**config.mk**
```make
export PLATFORM = sky130hd
export DESIGN_NAME = psw_ctrl
export DESIGN_NICKNAME = d
export VERILOG_FILES = /design/src/rtl/psw_pkg.sv /design/src/rtl/psw_flag_bit.sv /design/src/rtl/psw_power_bits.sv /design/src/rtl/psw_bank_bits.sv /design/src/rtl/psw_ctrl.sv
export SDC_FILE = /design/constraint.sdc
export NUM_CORES = 1
export LEC_CHECK = 0
export ABC_AREA = 1
export BUFFER_PORTS_ARGS = -buffer_cell sky130_fd_sc_hd__buf_2
export CAP_MARGIN = 20
export CORE_AREA = 2 2 39 41
export CTS_CLUSTER_DIAMETER = 40
export CTS_CLUSTER_SIZE = 40
export DETAILED_ROUTE_END_ITERATION = 6
export DIE_AREA = 0 0 41 43
export PLACE_DENSITY = 0.69
export RECOVER_POWER = 100
export SLEW_MARGIN = 20
export SYNTH_ARGS = -nofsm -noshare
export SYNTH_HDL_FRONTEND = slang
export SYNTH_SLANG_ARGS = --single-unit
```
**constraint.sdc**
```tcl
create_clock -name clk -period 0.96 [get_ports clk]
set_input_delay 0.048 -clock clk [delete_from_list [all_inputs] [get_ports clk]]
set_output_delay 0.048 -clock clk [all_outputs]
set_load 0.01 [all_outputs]
```
**src/rtl/psw_pkg.sv**
```systemverilog
package psw_pkg;
   localparam int PSW_W   = 8;
   localparam int NFLAG   = 3;
   localparam int B_IRB   = 7;
   localparam int B_BKH   = 6;
   localparam int B_BKL   = 5;
   localparam int B_TOF   = 4;
   localparam int B_PDF   = 3;
   localparam int B_ZF    = 2;
   localparam int B_DCF   = 1;
   localparam int B_CF    = 0;

   typedef struct packed {
      logic clrwdt;
      logic sleep;
      logic wdt_to;
   } pwr_ev_t;
endpackage

```
**src/rtl/psw_flag_bit.sv**
```systemverilog
module psw_flag_bit #(
   parameter bit RST_VAL = 1'b0
) (
   input  logic clk,
   input  logic rst_n,
   input  logic wr_en,
   input  logic wr_bit,
   input  logic any_upd,
   input  logic upd,
   input  logic alu_bit,
   output logic q
);
   logic nxt;

   always_comb begin
      nxt = q;
      if (upd)
         nxt = alu_bit;
      else if (wr_en && !any_upd)
         nxt = wr_bit;
   end

   always_ff @(posedge clk or negedge rst_n) begin
      if (!rst_n) q <= RST_VAL;
      else        q <= nxt;
   end

   AST_FLAG_MASKED_HOLD: assert property (@(posedge clk) disable iff (!rst_n)
      (wr_en && any_upd && !upd) |=> $stable(q));

   AST_FLAG_TAKES_ALU: assert property (@(posedge clk) disable iff (!rst_n)
      upd |=> (q == $past(alu_bit)));
endmodule

```
**src/rtl/psw_power_bits.sv**
```systemverilog
module psw_power_bits
   import psw_pkg::*;
(
   input  logic    clk,
   input  logic    rst_n,
   input  pwr_ev_t ev,
   output logic    to_q,
   output logic    pd_q
);
   always_ff @(posedge clk or negedge rst_n) begin
      if (!rst_n) begin
         to_q <= 1'b1;
         pd_q <= 1'b1;
      end else begin
         if (ev.wdt_to)
            to_q <= 1'b0;
         else if (ev.clrwdt || ev.sleep)
            to_q <= 1'b1;
         if (ev.sleep)
            pd_q <= 1'b0;
         else if (ev.clrwdt)
            pd_q <= 1'b1;
      end
   end

   AST_TO_TIMEOUT_CLEARS: assert property (@(posedge clk) disable iff (!rst_n)
      ev.wdt_to |=> !to_q);

   AST_PD_SLEEP_CLEARS: assert property (@(posedge clk) disable iff (!rst_n)
      ev.sleep |=> !pd_q);

   AST_PWR_NO_EVENT_STABLE: assert property (@(posedge clk) disable iff (!rst_n)
      !(ev.wdt_to || ev.sleep || ev.clrwdt) |=> ($stable(to_q) && $stable(pd_q)));
endmodule

```
**src/rtl/psw_bank_bits.sv**
```systemverilog
module psw_bank_bits #(
   parameter bit UPPER_EN = 1'b1,
   parameter int BANK_W   = 3
) (
   input  logic              clk,
   input  logic              rst_n,
   input  logic              wr_en,
   input  logic [BANK_W-1:0] wr_bits,
   output logic [BANK_W-1:0] q
);
   localparam int LOW_IDX = 0;

   if (BANK_W < 1) begin : g_bad_w
      $error("psw_bank_bits: BANK_W must be at least 1");
   end

   logic low_q;

   always_ff @(posedge clk or negedge rst_n) begin
      if (!rst_n)     low_q <= 1'b0;
      else if (wr_en) low_q <= wr_bits[LOW_IDX];
   end

   if (BANK_W > 1) begin : g_upper
      logic [BANK_W-2:0] hi_q;
      if (UPPER_EN) begin : g_rw
         always_ff @(posedge clk or negedge rst_n) begin
            if (!rst_n)     hi_q <= '0;
            else if (wr_en) hi_q <= wr_bits[BANK_W-1:1];
         end
      end else begin : g_zero
         assign hi_q = '0;
      end
      assign q = {hi_q, low_q};
   end else begin : g_single
      assign q = low_q;
   end

   AST_BANK_LOW_FOLLOWS_WRITE: assert property (@(posedge clk) disable iff (!rst_n)
      wr_en |=> (q[LOW_IDX] == $past(wr_bits[LOW_IDX])));

   AST_BANK_HOLD: assert property (@(posedge clk) disable iff (!rst_n)
      !wr_en |=> $stable(q));
endmodule

```
**src/rtl/psw_ctrl.sv**
```systemverilog
module psw_ctrl
   import psw_pkg::*;
#(
   parameter bit             UPPER_BANK_EN = 1'b1,
   parameter logic [NFLAG-1:0] FLAG_RST    = '0
) (
   input  logic             clk,
   input  logic             rst_n,
   input  logic             wr_en,
   input  logic [PSW_W-1:0] wr_data,
   input  logic             upd_z,
   input  logic             upd_dc,
   input  logic             upd_c,
   input  logic             alu_z,
   input  logic             alu_dc,
   input  logic             alu_c,
   input  logic             ev_clrwdt,
   input  logic             ev_sleep,
   input  logic             ev_wdt_to,
   output logic [PSW_W-1:0] psw_q,
   output logic             bank_sel
);
   localparam int BANK_W = B_IRB - B_BKL + 1;

   if (B_TOF != B_BKL - 1 || B_PDF != B_TOF - 1 || B_ZF != NFLAG - 1) begin : g_layout_chk
      $error("psw_ctrl: status layout inconsistent");
   end

   logic [NFLAG-1:0]  upd_v, alu_v, flag_q;
   logic [BANK_W-1:0] bank_q;
   logic              any_upd, to_q, pd_q;
   pwr_ev_t           ev;

   assign upd_v   = {upd_z, upd_dc, upd_c};
   assign alu_v   = {alu_z, alu_dc, alu_c};
   assign any_upd = |upd_v;
   assign ev      = '{clrwdt: ev_clrwdt, sleep: ev_sleep, wdt_to: ev_wdt_to};

   for (genvar i = 0; i < NFLAG; i++) begin : g_flag
      psw_flag_bit #(.RST_VAL(FLAG_RST[i])) u_flag (
         .clk     (clk),
         .rst_n   (rst_n),
         .wr_en   (wr_en),
         .wr_bit  (wr_data[i]),
         .any_upd (any_upd),
         .upd     (upd_v[i]),
         .alu_bit (alu_v[i]),
         .q       (flag_q[i])
      );
   end

   psw_power_bits u_pwr (
      .clk   (clk),
      .rst_n (rst_n),
      .ev    (ev),
      .to_q  (to_q),
      .pd_q  (pd_q)
   );

   psw_bank_bits #(.UPPER_EN(UPPER_BANK_EN), .BANK_W(BANK_W)) u_bank (
      .clk     (clk),
      .rst_n   (rst_n),
      .wr_en   (wr_en),
      .wr_bits (wr_data[B_IRB:B_BKL]),
      .q       (bank_q)
   );

   assign psw_q    = {bank_q, to_q, pd_q, flag_q};
   assign bank_sel = psw_q[B_BKL];

   AST_MASKED_WRITE_BANK_STILL_WRITTEN: assert property (@(posedge clk) disable iff (!rst_n)
      (wr_en && any_upd) |=> (bank_sel == $past(wr_data[B_BKL])));
endmodule

```
-- After elaboration in Yosys (flattened, before gate mapping)
Index checks and enable logic that the tools add are counted.
- flip-flop bits (word level): 8
- output and inout port bits: 9
- logic and storage cells: 26
- mux-type cells: 10
- reduce and logical (&&, ||, !) cells: 9
- operators with widths (kind ; number):
    $mux W1 ; 10
    $reduce_bool A2 Y1 ; 5
    $reduce_or A3 Y1 ; 1
    $logic_and A1 B1 Y1 ; 1
    $logic_not A1 Y1 ; 1
    $logic_or A1 B1 Y1 ; 1

-- Depth between registers and ports, before layout
Gate-level depths: netlist of run 1.
- depth in word-level cells: 5
- gate-level depth with buffers: 5
- gate-level depth less buffers: 5

-- Cells and area by module
A second synthesis of run 1 with hierarchy kept.
- cell total of the unflattened synthesis: 60
- area total of the unflattened synthesis: 425.4 um2
- by module, submodules not included (module ; instances ; cells an instance ; area an instance (um2) ; seq. area each (um2)):
    psw_flag_bit ; 3 ; 11 ; 66.3 ; 25.0
    psw_bank_bits ; 1 ; 14 ; 120.1 ; 75.1
    psw_power_bits ; 1 ; 7 ; 72.6 ; 52.6
    psw_ctrl ; 1 ; 6 ; 33.8 ; 0.0

-- Worst setup path after synthesis of run 1
OpenSTA, ideal clock, no wires.
- kind: flip-flop to flip-flop
- start point: register u_pwr.to_q (netlist name)
- end point: register u_pwr.to_q
- arrival time: 0.614 ns
- data required time: 0.893 ns
- setup slack: 0.279 ns
- cell stages (with the launch flop): 3
- period minus slack after synthesis: 0.681 ns
- cells stage by stage: dfstp_2 > nor3_1 > nor2_1
- RTL lines (item ; line ; text):
    to (signal assigned) ; psw_power_bits.sv:12 ; to_q <= 1'b1;
    to (signal assigned) ; psw_power_bits.sv:16 ; to_q <= 1'b0;
    to (signal assigned) ; psw_power_bits.sv:18 ; to_q <= 1'b1;
    to (decl) ; psw_power_bits.sv:7 ; output logic to_q,

-- Final worst setup path of run 1
- start point: register u_pwr.pd_q
- end point: output psw_q[3]
- RTL lines (item ; line ; text):
    from (decl) ; psw_power_bits.sv:8 ; output logic pd_q
    from (signal assigned) ; psw_power_bits.sv:13 ; pd_q <= 1'b1;
    from (signal assigned) ; psw_power_bits.sv:20 ; pd_q <= 1'b0;
    from (signal assigned) ; psw_power_bits.sv:22 ; pd_q <= 1'b1;
    to (decl) ; psw_ctrl.sv:20 ; output logic [PSW_W-1:0] psw_q,
No word-level cell between the ends.

==> results of run 1 <==
## kinds of logic after synthesis
kind of cell | synth area share [%]
simple gates | 35.2
buf+inv | 14.8
flops | 50.0
## timing repair
item                                    in CTS  in global routing
setup buffers                                0                  0
endpoints found under the setup margin       0                  2
resized for setup                            0                  2
hold endpoints to repair                    13                  0
hold buffers                                 6                  0
## placed cells by master, fill, tap and decap left out, types with 2 or more instances in the layout
master	synthesis	layout
buf_6	0	2
nand2_1	15	15
dfstp_2	2	2
dlygate4sd3_1	0	6
clkbuf_1	0	2
nor2_4	2	2
clkbuf_4	0	3
nand3_1	6	6
inv_1	3	3
nor2_1	6	6
dfrtp_1	6	6
buf_2	0	23
## worst max path at each step
stage / to / from / slack (ns)
6_report: psw_q[3] / u_pwr.pd_q / 0.03
5_1_grt: psw_q[3] / u_pwr.pd_q / -0.02
4_1_cts: psw_q[4] / u_pwr.to_q / 0.006
3_5_place_dp: u_pwr.to_q / u_pwr.to_q / 0.22
3_3_place_gp: u_pwr.to_q / u_pwr.to_q / 0.26
2_1_floorplan: u_pwr.to_q / u_pwr.to_q / 0.28
## layout make-up
type | instances | area share [%]
Clock buffer | 4 | 4.32
Inverter | 4 | 2.47
Tap cell | 16 | 3.29
Timing Repair Buffer | 32 | 33.1
Multi-Input combinational cell | 31 | 23.5
Sequential cell | 8 | 33.3
## per-layer routing
metal	track usage, %	routed length (µm)	vias to the layer above
met1	12.0	319	166
met5	0	0	-
met2	14.4	391	17
met4	4.00	10	0
met3	9.42	84	2
li1	-	-	205
## power by group
| group | internal, mW | switching (mW) | total (mW) |
|---|---|---|---|
| clock network | 0.159 | 0.114 | 0.273 |
| logic | 0.0917 | 0.0845 | 0.176 |
| registers | 0.372 | 0.0160 | 0.388 |
| total | 0.623 | 0.215 | 0.838 |
## flip-flops by register name, indices dropped and copies added (netlist names)
| register | count |
|---|---|
| g_flag.u_flag.q | 3 |
| u_bank.g_upper.hi_q | 2 |
| u_bank.low_q | 1 |
| u_pwr.pd_q | 1 |
| u_pwr.to_q | 1 |
## through the flow
stage | instances | util (%)
floorplan | 49 | -
global placement | 85 | 36.9
detailed placement | 85 | 36.9
CTS | 95 | 43.1
global route | 95 | 43.9
finish | 95 | 43.9
==> out/metrics.csv, run 1 <==
stage,metric,value,unit
timing,setup_viol,0,
layout,diodes,0,
synth,avgSynthCellArea,8.27,µm²
timing,finalClockSkew,0,ns
critical_path,critPathMaxFanout,2,
synth,syn_nets,69,
synth,ys_async_sr_fraction,100,%
timing,rsz0062_at_grt,yes,
timing,tns,0,ns
timing,finalCriticalPeriod,0.928,ns
cts,clk_pin_slew,0.06,ns
synth,yosysTopAreaCell,dfrtp_1,
synth,synth_edf_count,0,
timing,setup_slack,0.0321,ns
cts,clk_path_buf_depth,2,
cts,cts_root_buffer,clkbuf_4,
place,io_buffers,26,
routing,viasPerCell,4.11,
timing,slew_headroom,72.6,%
critical_path,max_stage_delay,0.53,ns
synth,synth_ff_type,dfrtp_1,
floorplan,start_util,29.3,%
floorplan,coreArea,1380,µm²
timing,fmax,1080,MHz
global_routing,grt_use_total,10.8,%
routing,first_iter_violations,1,
floorplan,io_pins,29,
routing,dr_total_vias,390,
synth,yosysMostFrequentCell,nand2_1,
global_routing,antenna_found_initial,0,
layout,num-fill-cells,154,
critical_path,reg2reg_depth,2,
min_path,hold_class,in -> reg,
cts,numClockSinks,8,
place,place_area,510,µm²
cts,cts_tree,built,
critical_path,arrival,0.88,ns
place,place_congestion,0.632,
synth,synthDistinctLibCells,11,
critical_path,rrSetupSlack,0.21,ns
place,hpwl,612,µm
synth,synth_commonest_cells,"nand2_1 (15), buf_4 (6), dfrtp_1 (6), nand3_1 (6), nor2_1 (6)",
floorplan,die_w,41,µm
synth,seq_area_frac_synth,50.0,%
power,pwr_density_cell,1380,nW/µm²
critical_path,worstPathRequired,0.91,ns
routing,first_pass_iters,2,
routing,wl,805,µm
layout,drive_gt1_share,43.0,%
run_status,outcome,finished clean,
synth,synth_top_area_share,37.0,%
critical_path,path_depth,1,
power,ir_worst_vdd,989,µV
critical_path,rr_endpoint,u_pwr.to_q,
floorplan,die_h,43,µm
min_path,whs_endpoint,g_flag[0].u_flag.q,
timing,worstMarginPinSlew,0.412,ns
floorplan,fp-row-count,14,
power,p_leak,0.328,nW
layout,seq_area,203,µm²
cts,numCtsBuffers,3,
global_routing,grt_max_degree,9,
routing,wl_per_cell,8.47,µm
layout,synthToLayoutAreaGrowth,50.0,%
min_path,hold_path_depth,3,
routing,drtAntennaViolNets,0,
critical_path,r2r-start,u_pwr.to_q,
critical_path,path_delay_family,flip-flops,
layout,multi_input_area,143,µm²
cts,insertion_delay,0.26,ns
critical_path,slowest_stage,dfstp_2,
global_routing,grt_pass1_vias,342,
global_routing,grt_remaining_overflow,0,
global_routing,grt_pass1_wl,1220,µm
synth,ys_warn_count,0,
place,place_ws,0.217,ns
synth,synth.area.top_cells,"dfrtp_1 (37%), nand2_1 (14%), dfstp_2 (13%)",
job,drv_cap,0,
min_path,holdCritStartpoint,alu_c,
timing,period_share,96.7,%
synth,synth.ff_latch_count,8,
floorplan,dieArea,1760,µm²
critical_path,critPathBufInv,1,
critical_path,end_kind,output port,
power,power,0.838,mW
layout,nNetsFinal,100,
layout,final_area,608,µm²
critical_path,startpoint_type,flip-flop,
synth,syn_inst,49,
synth,netlist_area,405,µm²
timing,hold_viol,0,
cts,cts_max_level,1,
critical_path,crit_chain,buf_6,
timing,slew_violations,0,
critical_path,critical_path_class,reg -> out,
timing,timing.hold.ws,0.00752,ns
routing,drc,0,
Power figures use the tool's default switching activity.
==> run 2, diff against run 1 <==
- PLACE_DENSITY: 0.69 -> 0.71
- clock period: 0.96 -> 1.1 ns (I/O delays scaled with it)
==> run 2 against run 1 <==
Net effect: power down 14%; sequential share of layout area up 2.0 points; largest power group unchanged; core utilization down 2.5 points; clock power down 12%; global-route usage up 1.1 points; via count up 2.8%; count of clock-buffer cells in the layout unchanged; wire length up 0.37%; critical path depth unchanged; critical endpoint is now psw_q[4]; first-iteration DRC count rose to 3.0 times the previous value; non-clock buffer count down 1.
==> out/metrics.csv, run 2 (synthesis results as in run 1) <==
stage,metric,value,unit
run_status,outcome,finished clean,
routing,viasPerCell,4.27,
floorplan,io_pins,29,
cts,post_cts_buffers,0,
job,drv_cap,0,
place,hpwl,612,µm
critical_path,max_stage_delay,0.52,ns
floorplan,start_util,29.3,%
routing,first_pass_iters,4,
timing,setup_slack,0.124,ns
power,p_switching,0.190,mW
power,p_leak,0.290,nW
routing,drtAntennaViolNets,0,
routing,dr_total_vias,401,
timing,slew_violations,0,
cts,cts_resized,0,
floorplan,die_w,41,µm
cts,cts_tree,built,
critical_path,end_kind,output port,
timing,period_share,88.8,%
floorplan,coreArea,1380,µm²
power,seq_power_share,47.3,%
cts,cts_root_buffer,clkbuf_4,
routing,drc,0,
global_routing,grt_max_degree,9,
power,p_clk_share,33.5,%
layout,diodes,0,
global_routing,grt_remaining_overflow,0,
routing,first_iter_violations,3,
cts,holdBufCountCts,5,
cts,numClockSinks,8,
timing,rsz0062_at_grt,no,
global_routing,grt_use_total,11.9,%
timing,slew_headroom,72.3,%
timing,setup_viol,0,
critical_path,path_delay_family,flip-flops,
floorplan,die_h,43,µm
layout,final_area,573,µm²
layout,fin_cells,94,
global_routing,grt_pass1_wl,1340,µm
place,place_congestion,0.644,
critical_path,slowest_stage,dfstp_2,
timing,finalClockSkew,0,ns
place,place_ws,0.372,ns
min_path,hold_class,in -> reg,
layout,nNetsFinal,99,
layout,synthToLayoutAreaGrowth,41.4,%
timing,fmax,1020,MHz
place,numPlacedInstances,85,
power,pwr_density_cell,1250,nW/µm²
power,internal-power,0.527,mW
layout,drive_gt1_share,30.8,%
cts,numCtsBuffers,3,
layout,num-fill-cells,149,
cts,clk_pin_slew,0.06,ns
timing,worstMarginPinSlew,0.415,ns
layout,seq_area,203,µm²
power,comb_power_share,19.2,%
place,place_area,510,µm²
routing,wl_per_cell,8.60,µm
power,ir_worst_vdd,607,µV
timing,finalCriticalPeriod,0.976,ns
cts,cts_max_level,1,
place,io_buffers,26,
power,switching_share,26.5,%
cts,clk_path_buf_depth,2,
floorplan,dieArea,1760,µm²
global_routing,antenna_found_initial,0,
layout,top_register,g_flag.u_flag.q,
layout,largest_reg_flops,3,
critical_path,crit_chain,clkbuf_1,
floorplan,fp-row-count,14,
critical_path,critPathBufInv,1,
critical_path,startpoint_type,flip-flop,
critical_path,worstPathRequired,1.04,ns
routing,wl,808,µm
critical_path,arrival,0.92,ns
layout,final_cell_mix,"nand2_1 (15), buf_2 (15), clkbuf_1 (12)",
layout,top_regs,"g_flag.u_flag.q: 3 flops, u_bank.g_upper.hi_q: 2 flops",
global_routing,grt_pass1_vias,338,
timing,tns,0,ns
power,power,0.717,mW
timing,hold_viol,0,
layout,multi_input_area,143,µm²
critical_path,critical_path_class,reg -> out,
cts,insertion_delay,0.26,ns
critical_path,critPathMaxFanout,2,
run 2: cell count changes in the layout (fill, tap and decap cells not counted):
cell / delta
clkbuf_1: +10
buf_2: -8
buf_6: -2
dlygate4sd3_1: -1
run 2: area by class of cell:
class | count | area share (%)
multi-input combinational | 31 | 24.9
clock buffer | 4 | 4.59
tap | 16 | 3.49
timing repair buffer | 31 | 29.0
inverter | 4 | 2.62
sequential | 8 | 35.4
run 2: final timing paths:
path / startpoint / endpoint / slack (ns) / depth (start not counted)
max: u_pwr.to_q / psw_q[4] / 0.12 / 1
min: wr_data[6] / u_bank.g_upper.hi_q[0] / 0.004 / 3
max reg2reg: u_pwr.to_q / u_pwr.to_q / 0.36 / 2
min reg2reg: u_bank.g_upper.hi_q[1] / u_bank.g_upper.hi_q[1] / 0.47 / 2
max in group asynchronous: rst_n / u_pwr.to_q / 0.54 / 2
min in group asynchronous: rst_n / u_bank.g_upper.hi_q[0] / 0.23 / 2
run 2: through the flow:
stage | utilization, % | hold WS, ns
global placement | 36.9 | -0.0972
detailed placement | 36.9 | -0.0970
floorplan | - | -0.241
finish | 41.4 | 0.00435
CTS | 42.4 | 0.00174
global route | 41.4 | 0.00876
run 2: layer usage:
layer	vias to the layer above	GRT usage, %	part of all wire (%)
met4	0	6.00	2.4
met1	179	12.3	41
met2	16	17.5	48
met5	-	0	0
li1	202	-	-
met3	4	7.85	8.4
run 2: power by group through the flow:
stage,clock [mW],combinational [mW],sequential (mW)
3_5_place_dp,0,0.135,0.343
4_1_cts,0.252,0.149,0.339
6_report,0.240,0.138,0.339
5_1_grt,0.269,0.159,0.343
3_3_place_gp,0,0.133,0.341
2_1_floorplan,0,0.0804,0.346
==> run 3, diff against run 2 <==
- CELL_PAD_IN_SITES_DETAIL_PLACEMENT: unset -> 2
- CELL_PAD_IN_SITES_GLOBAL_PLACEMENT: unset -> 2
- CORE_AREA: 2 2 39 41 -> unset
- CORE_MARGIN: unset -> 1
- CORE_UTILIZATION: unset -> 20
- DIE_AREA: 0 0 41 43 -> unset
- PLACE_DENSITY: 0.71 -> 0.86
==> run 3 against run 2 <==
Net effect: worst setup slack lost 0.025 ns; power increased by 1.5%; clock skew unchanged; via count up 5.2%; global-route usage increased by 0.57 points; core utilization fell by 8.8 points; sequential cell count stayed put; first-iteration DRC count fell by 33%; cell count rose by 11%; sequential power is essentially flat; critical path depth unchanged; cell area grew 3.7%; critical path type unchanged; critical endpoint unchanged.
==> out/metrics.csv, run 3 (synthesis results as in run 1) <==
stage,metric,value,unit
run_status,outcome,finished clean,
timing,setup_viol,0,
place,place_area,522,µm²
timing,rsz0062_at_grt,no,
critical_path,slowest_stage,dfstp_2,
timing,finalClockSkew,0,ns
critical_path,critPathMaxFanout,2,
floorplan,coreArea,1820,µm²
routing,wl,1160,µm
timing,hold_viol,0,
routing,first_pass_iters,3,
critical_path,startpoint,u_pwr.to_q,
layout,final_area,594,µm²
critical_path,rr_endpoint,u_pwr.pd_q,
timing,worstMarginPinSlew,0.449,ns
timing,tns,0,ns
routing,wl_met3,77,µm
layout,top_regs,"g_flag.u_flag.q: 3 flops, u_bank.g_upper.hi_q: 2 flops",
critical_path,arrival,0.95,ns
layout,final_util,32.6,%
cts,holdBufCountCts,6,
power,pwr_density_cell,1220,nW/µm²
global_routing,grt_pass1_wl,1800,µm
routing,wl_met1,354,µm
cts,clk_pin_slew,0.05,ns
min_path,hold_class,in -> reg,
cts,numClockSinks,8,
cts,cts_resized,0,
global_routing,antenna_found_initial,0,
layout,synthToLayoutAreaGrowth,46.6,%
timing,fmax,999,MHz
critical_path,critPathBufInv,1,
routing,dr_total_vias,422,
cts,insertion_delay,0.26,ns
cts,cts_root_buffer,clkbuf_4,
place,hpwl,901,µm
job,drv_cap,0,
routing,wl_met2,713,µm
global_routing,grt_remaining_overflow,0,
timing,period_share,91.0,%
timing,timing.hold.ws,0.0226,ns
critical_path,path_depth,1,
cts,cts_tree,built,
cts,cts_max_level,1,
global_routing,grt_use_total,12.4,%
layout,nNetsFinal,100,
critical_path,worstPathRequired,1.04,ns
critical_path,path_delay_family,flip-flops,
critical_path,critical_path_class,reg -> out,
critical_path,crit_chain,clkbuf_1,
global_routing,grt_max_degree,9,
power,p_leak,0.294,nW
layout,final_cell_mix,"nand2_1 (15), buf_2 (15), clkbuf_1 (12)",
routing,wl_per_cell,11.1,µm
layout,largest_reg_flops,3,
layout,drive_gt1_share,30.4,%
timing,finalCriticalPeriod,1.00,ns
timing,slew_violations,0,
timing,slew_headroom,70.1,%
floorplan,die_w,47.0,µm
layout,top_register,g_flag.u_flag.q,
floorplan,die_h,47.0,µm
power,power,0.728,mW
routing,top_layer_used,met4,
floorplan,io_pins,29,
routing,viasPerCell,4.06,
floorplan,dieArea,2210,µm²
critical_path,startpoint_type,flip-flop,
cts,numCtsBuffers,3,
place,io_buffers,26,
place,place_congestion,0.638,
floorplan,fp-row-count,15,
routing,first_iter_violations,2,
routing,drc,0,
critical_path,end_kind,output port,
critical_path,reg2reg_depth,2,
critical_path,max_stage_delay,0.53,ns
power,ir_worst_vdd,426,µV
routing,drtAntennaViolNets,0,
critical_path,r2r-start,u_pwr.pd_q,
critical_path,crit_path_end,psw_q[4],
critical_path,rrSetupSlack,0.37,ns
floorplan,start_util,22.3,%
global_routing,grt_pass1_vias,461,
cts,post_cts_buffers,0,
cts,clk_path_buf_depth,2,
layout,diodes,0,
-- run 3: cell types whose count changed in the layout (fill, tap and decap cells not counted) --
cell	change
dlygate4sd3_1	+1
-- run 3: layer usage --
layer | vias to the layer above | global-route usage [%]
li1 | 206 | -
met1 | 199 | 9.32
met2 | 15 | 25.8
met3 | 2 | 5.77
met4 | 0 | 5.14
met5 | - | 0
-- run 3: power breakdown --
group	switching [mW]	internal, mW
combinational	0.0806	0.0660
clock	0.103	0.139
sequential	0.0141	0.324
-- run 3: worst min-delay path by stage --
stage                         end  slack, ns   from  cells past startpoint
2_1_floorplan  g_flag[0].u_flag.q      -0.24  rst_n                      0
3_3_place_gp   g_flag[1].u_flag.q      -0.09  rst_n                      1
3_5_place_dp   g_flag[1].u_flag.q      -0.09  rst_n                      1
4_1_cts        g_flag[2].u_flag.q       0.02  alu_z                      3
5_1_grt        g_flag[2].u_flag.q       0.03  alu_z                      3
6_report       g_flag[2].u_flag.q       0.02  alu_z                      3
-- run 3: worst register-to-register path: cells and delay by family, from the launching register on --
kind / cells / cell delay (ns)
flops: 1 / 0.52
simple gates: 2 / 0.15
-- run 3: cell type report --
| class | instances | area (µm²) |
|---|---|---|
| Fill cell | 234 | 1230 |
| Sequential cell | 8 | 203 |
| Timing Repair Buffer | 32 | 176 |
| Multi-Input combinational cell | 31 | 143 |
| Tap cell | 25 | 31.3 |
| Clock buffer | 4 | 26.3 |
| Inverter | 4 | 15.0 |
-- run 3: through the flow --
step | std cells | setup slack (ns)
2_1_floorplan | 49 | 0.419
3_3_place_gp | 94 | 0.407
3_5_place_dp | 94 | 0.377
4_1_cts | 104 | 0.140
5_1_grt | 104 | 0.0670
6_report | 104 | 0.0988
